==> src/rtl/pkt_dma_pkg.sv <==
package pkt_dma_pkg;

    localparam int HOST_W = 32;

    typedef enum logic [2:0] {
        REG_CTRL   = 3'd0,
        REG_SHADOW = 3'd1,
        REG_ARM    = 3'd2,
        REG_STATUS = 3'd3,
        REG_LAST   = 3'd4,
        REG_DROPS  = 3'd5,
        REG_ACTIVE = 3'd6
    } reg_sel_e;

    typedef struct packed {
        logic slow;
        logic sel;
        logic en;
    } chan_ctrl_t;

    typedef struct packed {
        logic overrun;
        logic armed;
        logic valid;
    } chan_stat_t;

    typedef struct packed {
        logic shadow_wr;
        logic arm_wr;
        logic ovr_clr;
        logic restart;
    } host_strobe_t;

    function automatic logic sync_event(input logic sel, input logic tick, input logic spin);
        return sel ? spin : tick;
    endfunction

endpackage

==> src/rtl/pdc_ctrl_regs.sv <==
module pdc_ctrl_regs
    import pkt_dma_pkg::*;
(
    input  logic         clk,
    input  logic         rst,
    input  logic         host_wr,
    input  logic [2:0]   host_addr,
    input  logic [2:0]   wbits,
    output chan_ctrl_t   ctrl,
    output host_strobe_t stb
);
    logic ctrl_wr;
    assign ctrl_wr = host_wr && (host_addr == REG_CTRL);

    always_comb begin
        stb.shadow_wr = host_wr && (host_addr == REG_SHADOW);
        stb.arm_wr    = host_wr && (host_addr == REG_ARM) && wbits[0];
        stb.ovr_clr   = host_wr && (host_addr == REG_STATUS) && wbits[2];
        stb.restart   = ctrl_wr && wbits[0] && !ctrl.en;
    end

    always_ff @(posedge clk) begin
        if (rst) begin
            ctrl <= '0;
        end else if (ctrl_wr) begin
            ctrl.en   <= wbits[0];
            ctrl.slow <= wbits[2];
            if (!ctrl.en)
                ctrl.sel <= wbits[1];
        end
    end

    AST_SEL_HELD: assert property (@(posedge clk) disable iff (rst)
        (ctrl.en && $past(ctrl.en)) |-> $stable(ctrl.sel));

endmodule

==> src/rtl/pdc_addr_bank.sv <==
module pdc_addr_bank
    import pkt_dma_pkg::*;
#(
    parameter int ADDR_W = 32
) (
    input  logic              clk,
    input  logic              rst,
    input  chan_ctrl_t        ctrl,
    input  host_strobe_t      stb,
    input  logic [ADDR_W-1:0] wdata,
    input  logic              time_tick,
    input  logic              spin_pulse,
    output logic [ADDR_W-1:0] active,
    output chan_stat_t        stat,
    output logic              swap,
    output logic              irq
);
    logic [ADDR_W-1:0] shadow;
    logic              evt, allowed, miss;

    always_comb begin
        evt     = ctrl.en && sync_event(ctrl.sel, time_tick, spin_pulse);
        allowed = evt && (!ctrl.slow || stat.armed);
        swap    = allowed && stat.valid;
        miss    = allowed && !stat.valid;
    end

    always_ff @(posedge clk) begin
        if (rst) begin
            active <= '0;
            shadow <= '0;
            stat   <= '0;
            irq    <= 1'b0;
        end else begin
            irq <= swap;
            if (swap)
                active <= shadow;
            else if (stb.shadow_wr && !ctrl.en)
                active <= wdata;

            if (stb.shadow_wr && ctrl.en) begin
                shadow     <= wdata;
                stat.valid <= 1'b1;
            end else if (swap) begin
                stat.valid <= 1'b0;
            end

            if (stb.arm_wr)
                stat.armed <= 1'b1;
            else if (swap)
                stat.armed <= 1'b0;

            if (miss)
                stat.overrun <= 1'b1;
            else if (stb.ovr_clr)
                stat.overrun <= 1'b0;
        end
    end

    AST_IRQ_AFTER_EVENT: assert property (@(posedge clk) disable iff (rst)
        irq |-> $past(time_tick || spin_pulse));
    AST_SWAP_CLEARS: assert property (@(posedge clk) disable iff (rst)
        (irq && !$past(stb.shadow_wr) && !$past(stb.arm_wr)) |-> (!stat.valid && !stat.armed));
    AST_OVR_STICKY: assert property (@(posedge clk) disable iff (rst)
        ($past(stat.overrun) && !$past(stb.ovr_clr)) |-> stat.overrun);
    AST_SLOW_NEEDS_ARM: assert property (@(posedge clk) disable iff (rst)
        (irq && $past(ctrl.slow)) |-> $past(stat.armed));

endmodule

==> src/rtl/pdc_wr_engine.sv <==
module pdc_wr_engine #(
    parameter int ADDR_W    = 32,
    parameter int DATA_W    = 32,
    parameter int BUF_BYTES = 4096,
    parameter int DROP_W    = 16
) (
    input  logic              clk,
    input  logic              rst,
    input  logic              en,
    input  logic              restart,
    input  logic              swap,
    input  logic              din_valid,
    input  logic [DATA_W-1:0] din_data,
    input  logic [ADDR_W-1:0] active,
    output logic              mem_we,
    output logic [ADDR_W-1:0] mem_addr,
    output logic [DATA_W-1:0] mem_wdata,
    output logic [31:0]       last_bytes,
    output logic [31:0]       drops
);
    localparam int BPW    = DATA_W / 8;
    localparam int WORDS  = BUF_BYTES / BPW;
    localparam int PTR_W  = $clog2(WORDS + 1);
    localparam int OFS_W  = $clog2(BPW);
    localparam int BYTE_W = PTR_W + OFS_W;

    logic [PTR_W-1:0]  ptr;
    logic [DROP_W-1:0] drop_cnt;
    logic [BYTE_W-1:0] last_q;
    logic              full, accept, reject;

    always_comb begin
        full      = (ptr == PTR_W'(WORDS));
        accept    = en && din_valid && !full;
        reject    = en && din_valid && full;
        mem_we    = accept;
        mem_addr  = active + (ADDR_W'(ptr) << OFS_W);
        mem_wdata = din_data;
    end

    assign last_bytes = 32'(last_q);
    assign drops      = 32'(drop_cnt);

    always_ff @(posedge clk) begin
        if (rst) begin
            ptr      <= '0;
            drop_cnt <= '0;
            last_q   <= '0;
        end else if (swap) begin
            last_q   <= BYTE_W'(ptr + PTR_W'(accept)) << OFS_W;
            ptr      <= '0;
            drop_cnt <= '0;
        end else if (restart) begin
            ptr      <= '0;
            drop_cnt <= '0;
        end else begin
            if (accept)
                ptr <= ptr + 1'b1;
            if (reject && (drop_cnt != '1))
                drop_cnt <= drop_cnt + 1'b1;
        end
    end

    AST_DROP_ONLY_FULL: assert property (@(posedge clk) disable iff (rst)
        ((drop_cnt != $past(drop_cnt)) && !$past(swap) && !$past(restart))
        |-> ($past(ptr) == PTR_W'(WORDS)));

endmodule

==> src/rtl/pkt_dma_chan.sv <==
module pkt_dma_chan
    import pkt_dma_pkg::*;
#(
    parameter int ADDR_W    = 32,
    parameter int DATA_W    = 32,
    parameter int BUF_BYTES = 4096,
    parameter int DROP_W    = 16
) (
    input  logic              clk,
    input  logic              rst,
    input  logic              host_wr,
    input  logic [2:0]        host_addr,
    input  logic [31:0]       host_wdata,
    output logic [31:0]       host_rdata,
    input  logic              time_tick,
    input  logic              spin_pulse,
    input  logic              din_valid,
    input  logic [DATA_W-1:0] din_data,
    output logic              mem_we,
    output logic [ADDR_W-1:0] mem_addr,
    output logic [DATA_W-1:0] mem_wdata,
    output logic              irq
);
    chan_ctrl_t        ctrl;
    chan_stat_t        stat;
    host_strobe_t      stb;
    logic [ADDR_W-1:0] active;
    logic              swap;
    logic [31:0]       last_bytes, drops;

    pdc_ctrl_regs u_regs (
        .clk       (clk),
        .rst       (rst),
        .host_wr   (host_wr),
        .host_addr (host_addr),
        .wbits     (host_wdata[2:0]),
        .ctrl      (ctrl),
        .stb       (stb)
    );

    pdc_addr_bank #(.ADDR_W(ADDR_W)) u_bank (
        .clk        (clk),
        .rst        (rst),
        .ctrl       (ctrl),
        .stb        (stb),
        .wdata      (host_wdata[ADDR_W-1:0]),
        .time_tick  (time_tick),
        .spin_pulse (spin_pulse),
        .active     (active),
        .stat       (stat),
        .swap       (swap),
        .irq        (irq)
    );

    pdc_wr_engine #(
        .ADDR_W    (ADDR_W),
        .DATA_W    (DATA_W),
        .BUF_BYTES (BUF_BYTES),
        .DROP_W    (DROP_W)
    ) u_wr (
        .clk        (clk),
        .rst        (rst),
        .en         (ctrl.en),
        .restart    (stb.restart),
        .swap       (swap),
        .din_valid  (din_valid),
        .din_data   (din_data),
        .active     (active),
        .mem_we     (mem_we),
        .mem_addr   (mem_addr),
        .mem_wdata  (mem_wdata),
        .last_bytes (last_bytes),
        .drops      (drops)
    );

    always_comb begin
        case (host_addr)
            REG_CTRL:   host_rdata = HOST_W'(ctrl);
            REG_STATUS: host_rdata = HOST_W'(stat);
            REG_LAST:   host_rdata = last_bytes;
            REG_DROPS:  host_rdata = drops;
            REG_ACTIVE: host_rdata = HOST_W'(active);
            default:    host_rdata = '0;
        endcase
    end

    AST_ADDR_IN_BUF: assert property (@(posedge clk) disable iff (rst)
        mem_we |-> ((mem_addr - active) < ADDR_W'(BUF_BYTES)));
    AST_QUIET_WHEN_OFF: assert property (@(posedge clk) disable iff (rst)
        !ctrl.en |-> (!mem_we && !swap));

endmodule

==> config.mk <==
export PLATFORM = sky130hd
export DESIGN_NAME = pkt_dma_chan
export DESIGN_NICKNAME = d
export VERILOG_FILES = /design/src/rtl/pkt_dma_pkg.sv /design/src/rtl/pdc_ctrl_regs.sv /design/src/rtl/pdc_addr_bank.sv /design/src/rtl/pdc_wr_engine.sv /design/src/rtl/pkt_dma_chan.sv
export SDC_FILE = /design/constraint.sdc
export NUM_CORES = 1
export LEC_CHECK = 0
export BUFFER_PORTS_ARGS = -buffer_cell sky130_fd_sc_hd__buf_2
export CAP_MARGIN = 20
export CORE_MARGIN = 4
export CORE_UTILIZATION = 48
export DETAILED_ROUTE_END_ITERATION = 8
export PLACE_DENSITY = 0.75
export SLEW_MARGIN = 20
export SYNTH_ARGS = -nofsm -noshare
export SYNTH_HDL_FRONTEND = slang
export SYNTH_HIERARCHICAL = 1
export SYNTH_SLANG_ARGS = --single-unit
export TNS_END_PERCENT = 5
==> constraint.sdc <==
create_clock -name clk -period 2.55 [get_ports clk]
set_input_delay 0.3825 -clock clk [delete_from_list [all_inputs] [get_ports clk]]
set_output_delay 0.3825 -clock clk [all_outputs]
set_load 0.02 [all_outputs]
==> metrics.md, run 1 <==
| Metric | Value |
|---|---|
| Static leakage | `3.38 nW` |
| Crit Path Max Fanout | `6` |
| CP Class | `register to primary output` |
| Sink Count | `109` |
| Ys flop type | `dfxtp_1` |
| R2R Path End | `u_wr/last_q[12]` |
| Global-route wire length before repair | `34.5 mm` |
| Core area | `roughly 15,000 µm²` |
| Commonest non-fill, non-tap cell in the layout | `nand2_1` |
| Crit share post-route | `1.12` |
| Mux cell area share after synthesis | `0.0529` |
| Pwr Density | `roughly 400 nW/µm²` |
| Most frequent cells in the layout | `193 x nand2_1, 103 x dfxtp_1, 90 x buf_4` |
| Final hold vios | `0` |
| Worst r2r path cells | `12` |
| Rows | `45` |
| Max VDD drop | `0.320 mV` |
| Setup WS post-layout | `-0.317 ns` |
| CTS Buffer Depth | `2` |
| Largest net degree at the start of global routing | `81` |
| Max frequency | `349 MHz` |
| Compound-Gate Fraction of Synth Area | `0.203` |
| Critical path buffers and inverters | `2` |
| Max stage delay cell, worst path | `dfxtp_2` |
| Placed Cells | `1,234` |
| Detail Placement HPWL | `15.5 mm` |
| CP endpoint kind | `primary output` |
| P&R area growth vs syn | `16.7%` |
| Failing checks | `setup timing` |
| Hold_sp | `host_wdata[21]` |
| Normalized max-slew margin | `0.593` |
| Fin. max-slew vios | `0` |
| # setup viols final | `23` |
| Detailed Route WL | `22.4 mm` |
| Mapped cell area | `7640 µm²` |
| Routability Congestion | `0.956` |
| Startpoint types | `register` |
| Seq/Total Area, Yosys | `0.286` |
| Post-DR wirelength/cell | `17.8 µm` |
| Total number of vias | `7,093` |
| Worst-Margin Slew | `0.605 ns` |
| Largest family of logic cells by synthesized area | `simple AND/OR/NAND/NOR gates` |
| HP Class | `input port to register` |
| Die H | `approximately 130 µm` |
| Max stage delay on crit path | `about 0.36 ns` |
| Clock Skew | `roughly 0.0077 ns` |
| Fin area | `8920 µm²` |
| Place WS | `-0.146 ns` |
| Worst-Skew Late Latency | `~0.36 ns` |
| CTS Hold Bufs | `0` |
| RSZ-0062 raised after global routing | `true` |
| Critical Path Most Common Cell | `a21o_4` |
| Ordered list of cells on the worst path | `ha_4 > inv_2 > fa_2 > nand2b_4 > a21o_4 > a31o_4 > a21o_4 > o22a_1 > buf_6` |
| Share of cells above drive strength 1 | `0.285` |
| IO buf count | `106` |
| GRT Overall Usage | `0.236` |
| Die W | `134 µm` |
| Clk root buf | `clkbuf_16` |
| Vias in the first global route | `between 6,000 and 7,000` |
| Worst hold stages | `3` |
| DRC | `0` |
| Synth warn | `6` |
| Min Clock Period, post-route | `~2.9 ns` |
| Cts bufs inserted | `9` |
| Total number of H-tree levels | `3` |
| Total gr overflow | `0` |
| Non-Filler Instances | `roughly 1,300` |
| Starting Density | `0.495` |
| CP Data Required Time | `2.17 ns` |
| WP data arrival | `around 2.5 ns` |
| Reg2Reg Launch Point | `u_wr/ptr[1]` |
| Die Area | `approximately 18,000 µm²` |
| Syn_area_per_cell | `8.08 µm²` |
| CTS clk-pin slew, worst paths | `0.08 ns` |
| Area after DPL | `between 8000 and 9000 µm²` |
| DR iter-0 viols | `673` |
| Post-Synth Simple-Gate Area | `0.248` |
| Synth Area in Adders | `0.0288` |
| Top delay family on crit path | `compound AO/OA/AOI/OAI gates` |
| First-pass DRT Iterations | `5` |
| R2R Setup Slk | `approximately 0.14 ns` |
| Vias per inst | `5.65` |
| Xor and xnor area share after synthesis | `0.0539` |
| Routed Antenna Nets | `0` |
| Outcome | `complete, but fails checks` |
| Max-cap violations | `0` |
| Hold endpoint | `u_bank/shadow[21]` |
| Antenna fix cells | `0` |
| Initial antenna violation count | `0` |
| Ys async rst share | `0` |
| Seq cells post-synth | `109` |
| CTS tree | `done` |
| Distinct cell type count after synthesis | `71` |
| EDFF count, synth | `0` |
| Total power | `0.00362 W` |
| Ports | `171` |
| Post-Synthesis Cells | `946` |
| Fin nets | `between 1,000 and 1,500` |
## sequential cells by signal, indices dropped and copies added (netlist names)
name	cells
u_wr/drop_cnt	16
u_regs/ctrl	3
u_bank/active	32
u_bank/shadow	32
u_wr/ptr	11
u_bank/stat	3
u_bank/irq	1
u_wr/last_q	11
## report_power, final
part	switching [W]	leakage (nW)	internal [W]
combinational	0.000242	2.35	0.000151
sequential	0.0000133	0.882	0.00171
clock	0.000694	0.149	0.000807
total	0.000949	3.38	0.00267
## worst max-delay path by stage
stage                     start            to  slack (ns)  cells past startpoint
5_1_grt        u_bank/active[2]  mem_addr[28]       -0.38                      9
3_3_place_gp   u_bank/active[2]  mem_addr[28]       -0.10                      9
3_5_place_dp   u_bank/active[2]  mem_addr[28]       -0.15                      9
2_1_floorplan       u_wr/ptr[0]  mem_addr[20]       -0.18                      9
4_1_cts             u_wr/ptr[8]  mem_addr[31]       -0.31                      7
6_report       u_bank/active[2]  mem_addr[28]       -0.32                      9
## cells in the mapped netlist (all sizes together), types with 2 or more instances
cell type | n | area share
o31ai | 3 | 0.0029
a21o | 2 | 0.0020
nor4b | 3 | 0.0070
nand4 | 11 | 0.0090
mux2i | 40 | 0.053
and2 | 4 | 0.0034
a31o | 3 | 0.0034
a31oi | 7 | 0.0057
nor4 | 32 | 0.026
or3 | 5 | 0.0041
a211oi | 28 | 0.028
or2 | 34 | 0.028
dfxtp | 109 | 0.29
nor2b | 5 | 0.0041
clkbuf | 44 | 0.022
ha | 16 | 0.026
and4 | 5 | 0.0061
a21boi | 31 | 0.030
o21ai | 7 | 0.0046
xor2 | 22 | 0.025
nor3 | 3 | 0.0034
nand2b | 7 | 0.0057
o211ai | 3 | 0.0029
a41o | 2 | 0.0026
nand3 | 18 | 0.012
a2111oi | 3 | 0.0092
a21oi | 53 | 0.036
a311oi | 33 | 0.061
and3 | 7 | 0.0059
a221oi | 3 | 0.0034
xnor2 | 25 | 0.029
o22a | 5 | 0.0057
inv | 16 | 0.0079
nor2 | 58 | 0.028
nand2 | 194 | 0.095
buf | 92 | 0.097
## worst register-to-register path, delay by kind of cell, from the launching register on
family                     cells  cell delay, ns
AOI/OAI and AO/OA              2            0.41
xor gates and xnor gates       1            0.10
adders and majority gates      3            0.56
buffers and inverters          2            0.22
DFF                            1            0.37
and+or+nand+nor                4            0.68
## metal layers
metal	vias up	GRT usage	wire length [µm]
li1	3403	-	-
met1	3353	0.334	10100
met2	297	0.371	10200
met3	40	0.0424	1730
met4	0	0.0611	450
met5	-	0	0
## cell type report
type	instances	area, µm²
fill	1419	6510
multi-input combinational	721	4900
sequential	109	2190
timing repair buffer	183	1190
tap	211	264
clock buffer	10	239
clock inverter	6	76.3
inverter	16	60.1
## through the flow
stage	setup TNS [ns]	hold slack, ns	util
after floorplan	-0.689	0.437	-
after global placement	-0.618	0.444	0.533
after detailed placement	-1.04	0.446	0.533
after CTS	-4.99	0.259	0.570
after global routing	-6.63	0.267	0.578
final	-5.19	0.266	0.578
## kinds of logic after synthesis
logic type / Yosys count
AO/OA/AOI/OAI: 187
other: 1
multiplexers: 40
flip-flops: 109
buffers and inverters: 153
AND/OR/NAND/NOR: 392
adder cells (fa/ha/maj): 17
XOR/XNOR: 47
## what timing repair did
item                                    in CTS  in global routing
hold endpoints to repair                     0                  0
resized for setup                           53                 20
buffers inserted                             2                  3
gates cloned                                 1                  0
endpoints found under the setup margin      23                 25
pin swaps                                   16                 12
Note: power is estimated with default switching activity, not from simulation.
==> run 2, diff against run 1 <==
--- a/config.mk
+++ b/config.mk
@@ -10,7 +10,7 @@
 export CORE_MARGIN = 4
 export CORE_UTILIZATION = 48
 export DETAILED_ROUTE_END_ITERATION = 8
-export PLACE_DENSITY = 0.75
+export PLACE_DENSITY = 0.72
 export SLEW_MARGIN = 20
 export SYNTH_ARGS = -nofsm -noshare
 export SYNTH_HDL_FRONTEND = slang
==> constraint.sdc (replaced) <==
create_clock -name clk -period 3.1 [get_ports clk]
set_input_delay 0.465 -clock clk [delete_from_list [all_inputs] [get_ports clk]]
set_output_delay 0.465 -clock clk [all_outputs]
set_load 0.02 [all_outputs]
==> run 2 against run 1 <==
  * The flow now finishes without violations
  * Combinational power decreased by 25%
  * Critical path depth did not move
  * First-iteration DRC count increased by 10%
  * Die area is the same
  * Cell area is 6.7% lower
  * Sequential share of layout area increased by 1.7 points
  * Routed wire length decreased by 4.0%
  * Setup slack improved by 0.35 ns
  * Largest cell class unchanged
==> metrics.md, run 2 (synthesized netlist as in run 1, its figures left out) <==
| Metric | Value |
|---|---|
| Cts bufs inserted | `9` |
| # setup viols final | `0` |
| CP Class | `register to primary output` |
| Routability Congestion | `0.966` |
| Die Area | `~18,000 µm²` |
| Total number of H-tree levels | `3` |
| Post-DR wirelength/cell | `between 15 and 20 µm` |
| Sink Count | `approximately 110` |
| CTS Hold Bufs | `0` |
| Fin nets | `about 1,100` |
| Fin util | `0.540` |
| R2R Path End | `u_wr/last_q[12]` |
| Hold_sp | `host_wdata[16]` |
| Max frequency | `326 MHz` |
| Fin. max-slew vios | `0` |
| Global-route wire length before repair | `33.6 mm` |
| Worst-Margin Slew | `about 0.65 ns` |
| Crit Path Max Fanout | `5` |
| Ordered list of cells on the worst path | `ha_4 > inv_1 > fa_2 > nand2b_4 > a21o_4 > a31o_4 > a211oi_1 > o22a_1 > buf_2` |
| GRT Overall Usage | `0.230` |
| Internal power | `0.00226 W` |
| RSZ-0062 raised after global routing | `true` |
| DRC | `0` |
| Largest regs | `u_bank/active x32, u_bank/shadow x32, u_wr/drop_cnt x16` |
| Worst hold stages | `3` |
| Normalized max-slew margin | `0.565` |
| Hold endpoint | `u_bank/shadow[16]` |
| Total number of vias | `6,886` |
| Worst-Skew Late Latency | `about 0.35 ns` |
| Place WS | `~0.25 ns` |
| R2R Setup Slk | `between 0.4 and 0.5 ns` |
| Clk root buf | `clkbuf_16` |
| CP Data Required Time | `between 2 and 3 ns` |
| Die H | `134 µm` |
| Core area | `15,400 µm²` |
| CTS clk-pin slew, worst paths | `around 0.070 ns` |
| Setup_tns | `0 ns` |
| Max stage delay cell, worst path | `dfxtp_2` |
| IO buf count | `roughly 110` |
| Antenna fix cells | `0` |
| Vias in the first global route | `6,272` |
| First-pass DRT Iterations | `4` |
| CTS Buffer Depth | `2` |
| Top delay family on crit path | `compound AO/OA/AOI/OAI gates` |
| Reg2Reg Launch Point | `u_wr/ptr[0]` |
| Crit share post-route | `0.990` |
| Setup WS post-layout | `0.0295 ns` |
| Detailed Route WL | `21.5 mm` |
| Outcome | `complete, no violations` |
| Critical path buffers and inverters | `2` |
| Switching share of power | `0.251` |
| Die W | `134 µm` |
| Routed Antenna Nets | `0` |
| Pwr Density | `362 nW/µm²` |
| Most frequent cells in the layout | `194 x nand2_1, 106 x dfxtp_1, 102 x buf_2` |
| Clock Skew | `approximately 0.007 ns` |
| Commonest non-fill, non-tap cell in the layout | `nand2_1` |
| Clock power frac | `0.428` |
| Sw power | `about 0.00076 W` |
| Gate power share | `0.098` |
| Vias per inst | `~5.7` |
| Fillers | `1,522` |
| Largest net degree at the start of global routing | `48` |
| Static leakage | `3.12 nW` |
| Initial antenna violation count | `0` |
| Worst r2r path cells | `12` |
| HP Class | `input port to register` |
| Final hold vios | `0` |
| Detail Placement HPWL | `14.9 mm` |
| Hold slack | `approximately 0.36 ns` |
| Share of cells above drive strength 1 | `0.225` |
| CTS tree | `done` |
| Ports | `approximately 170` |
| Total power | `0.00301 W` |
| Max-cap violations | `0` |
| Starting Density | `0.495` |
| P&R area growth vs syn | `8.92%` |
| WP data arrival | `2.61 ns` |
| Max VDD drop | `0.247 mV` |
| CP endpoint kind | `primary output` |
| Min Clock Period, post-route | `3.07 ns` |
| Max stage delay on crit path | `0.37 ns` |
| Rows | `45` |
| DR iter-0 viols | `740` |
| Total gr overflow | `0` |
| Startpoint types | `register` |
| Sequential Power Share | `0.474` |
-- run 2: cell types whose count changed in the layout (fill, tap and decap cells not counted), moves of 3 or more --
cell / delta
a211oi_2: -4
a211oi_1: +5
clkinv_4: +3
a21oi_2: -3
dfxtp_1: +3
ha_1: +3
ha_4: -4
buf_6: -6
a21oi_1: +4
dfxtp_2: -3
buf_4: -60
buf_2: +16
-- run 2: final cells by class --
type	count	area, µm²	share of cell area
multi-input cells	721	4720	0.568
well taps	211	264	0.0317
repair buffers	133	756	0.0908
flip-flops and latches	109	2190	0.263
clock inverters	6	95.1	0.0114
inverters	16	60.1	0.00721
clock buffers	10	239	0.0287
-- run 2: through the flow --
| step | cell area [µm²] | std cells |
|---|---|---|
| floorplan | 7780 | 982 |
| global placement | 7870 | 1187 |
| detailed placement | 7870 | 1187 |
| CTS | 8230 | 1203 |
| global route | 8320 | 1206 |
| finish | 8320 | 1206 |
-- run 2: how the worst max path moves through the flow --
stage / end / cells after the start / from
after detailed placement: mem_addr[20] / 9 / u_bank/active[2]
after CTS: mem_addr[20] / 9 / u_bank/active[2]
after floorplan: mem_addr[20] / 9 / u_wr/ptr[0]
after global placement: mem_addr[26] / 9 / u_bank/active[2]
final: mem_addr[22] / 9 / u_bank/active[2]
after global routing: mem_addr[22] / 9 / u_bank/active[2]
-- run 2: worst min-delay path, cell delays in order --
cell and delay, ns:
buf_2 0.10, nand2_1 0.05, a21oi_1 0.05
-- run 2: repair_timing --
action	CTS	global route
pin swaps	1	2
cloned	0	1
endpoints found under the setup margin	19	14
resized for setup	8	15
buffers inserted	0	2
-- run 2: power groups by stage --
stage          logic (W)  clock network (W)  registers, W
6_report        0.000296            0.00129       0.00143
5_1_grt         0.000322            0.00136       0.00143
4_1_cts         0.000291            0.00131       0.00143
3_5_place_dp    0.000289                  0       0.00146
3_3_place_gp    0.000288                  0       0.00146
2_1_floorplan   0.000289                  0       0.00145
-- run 2: routing by layer --
metal,share of wire,GRT usage
met2,0.44,0.353
met5,0,0
met1,0.45,0.331
met4,0.021,0.0650
met3,0.087,0.0394
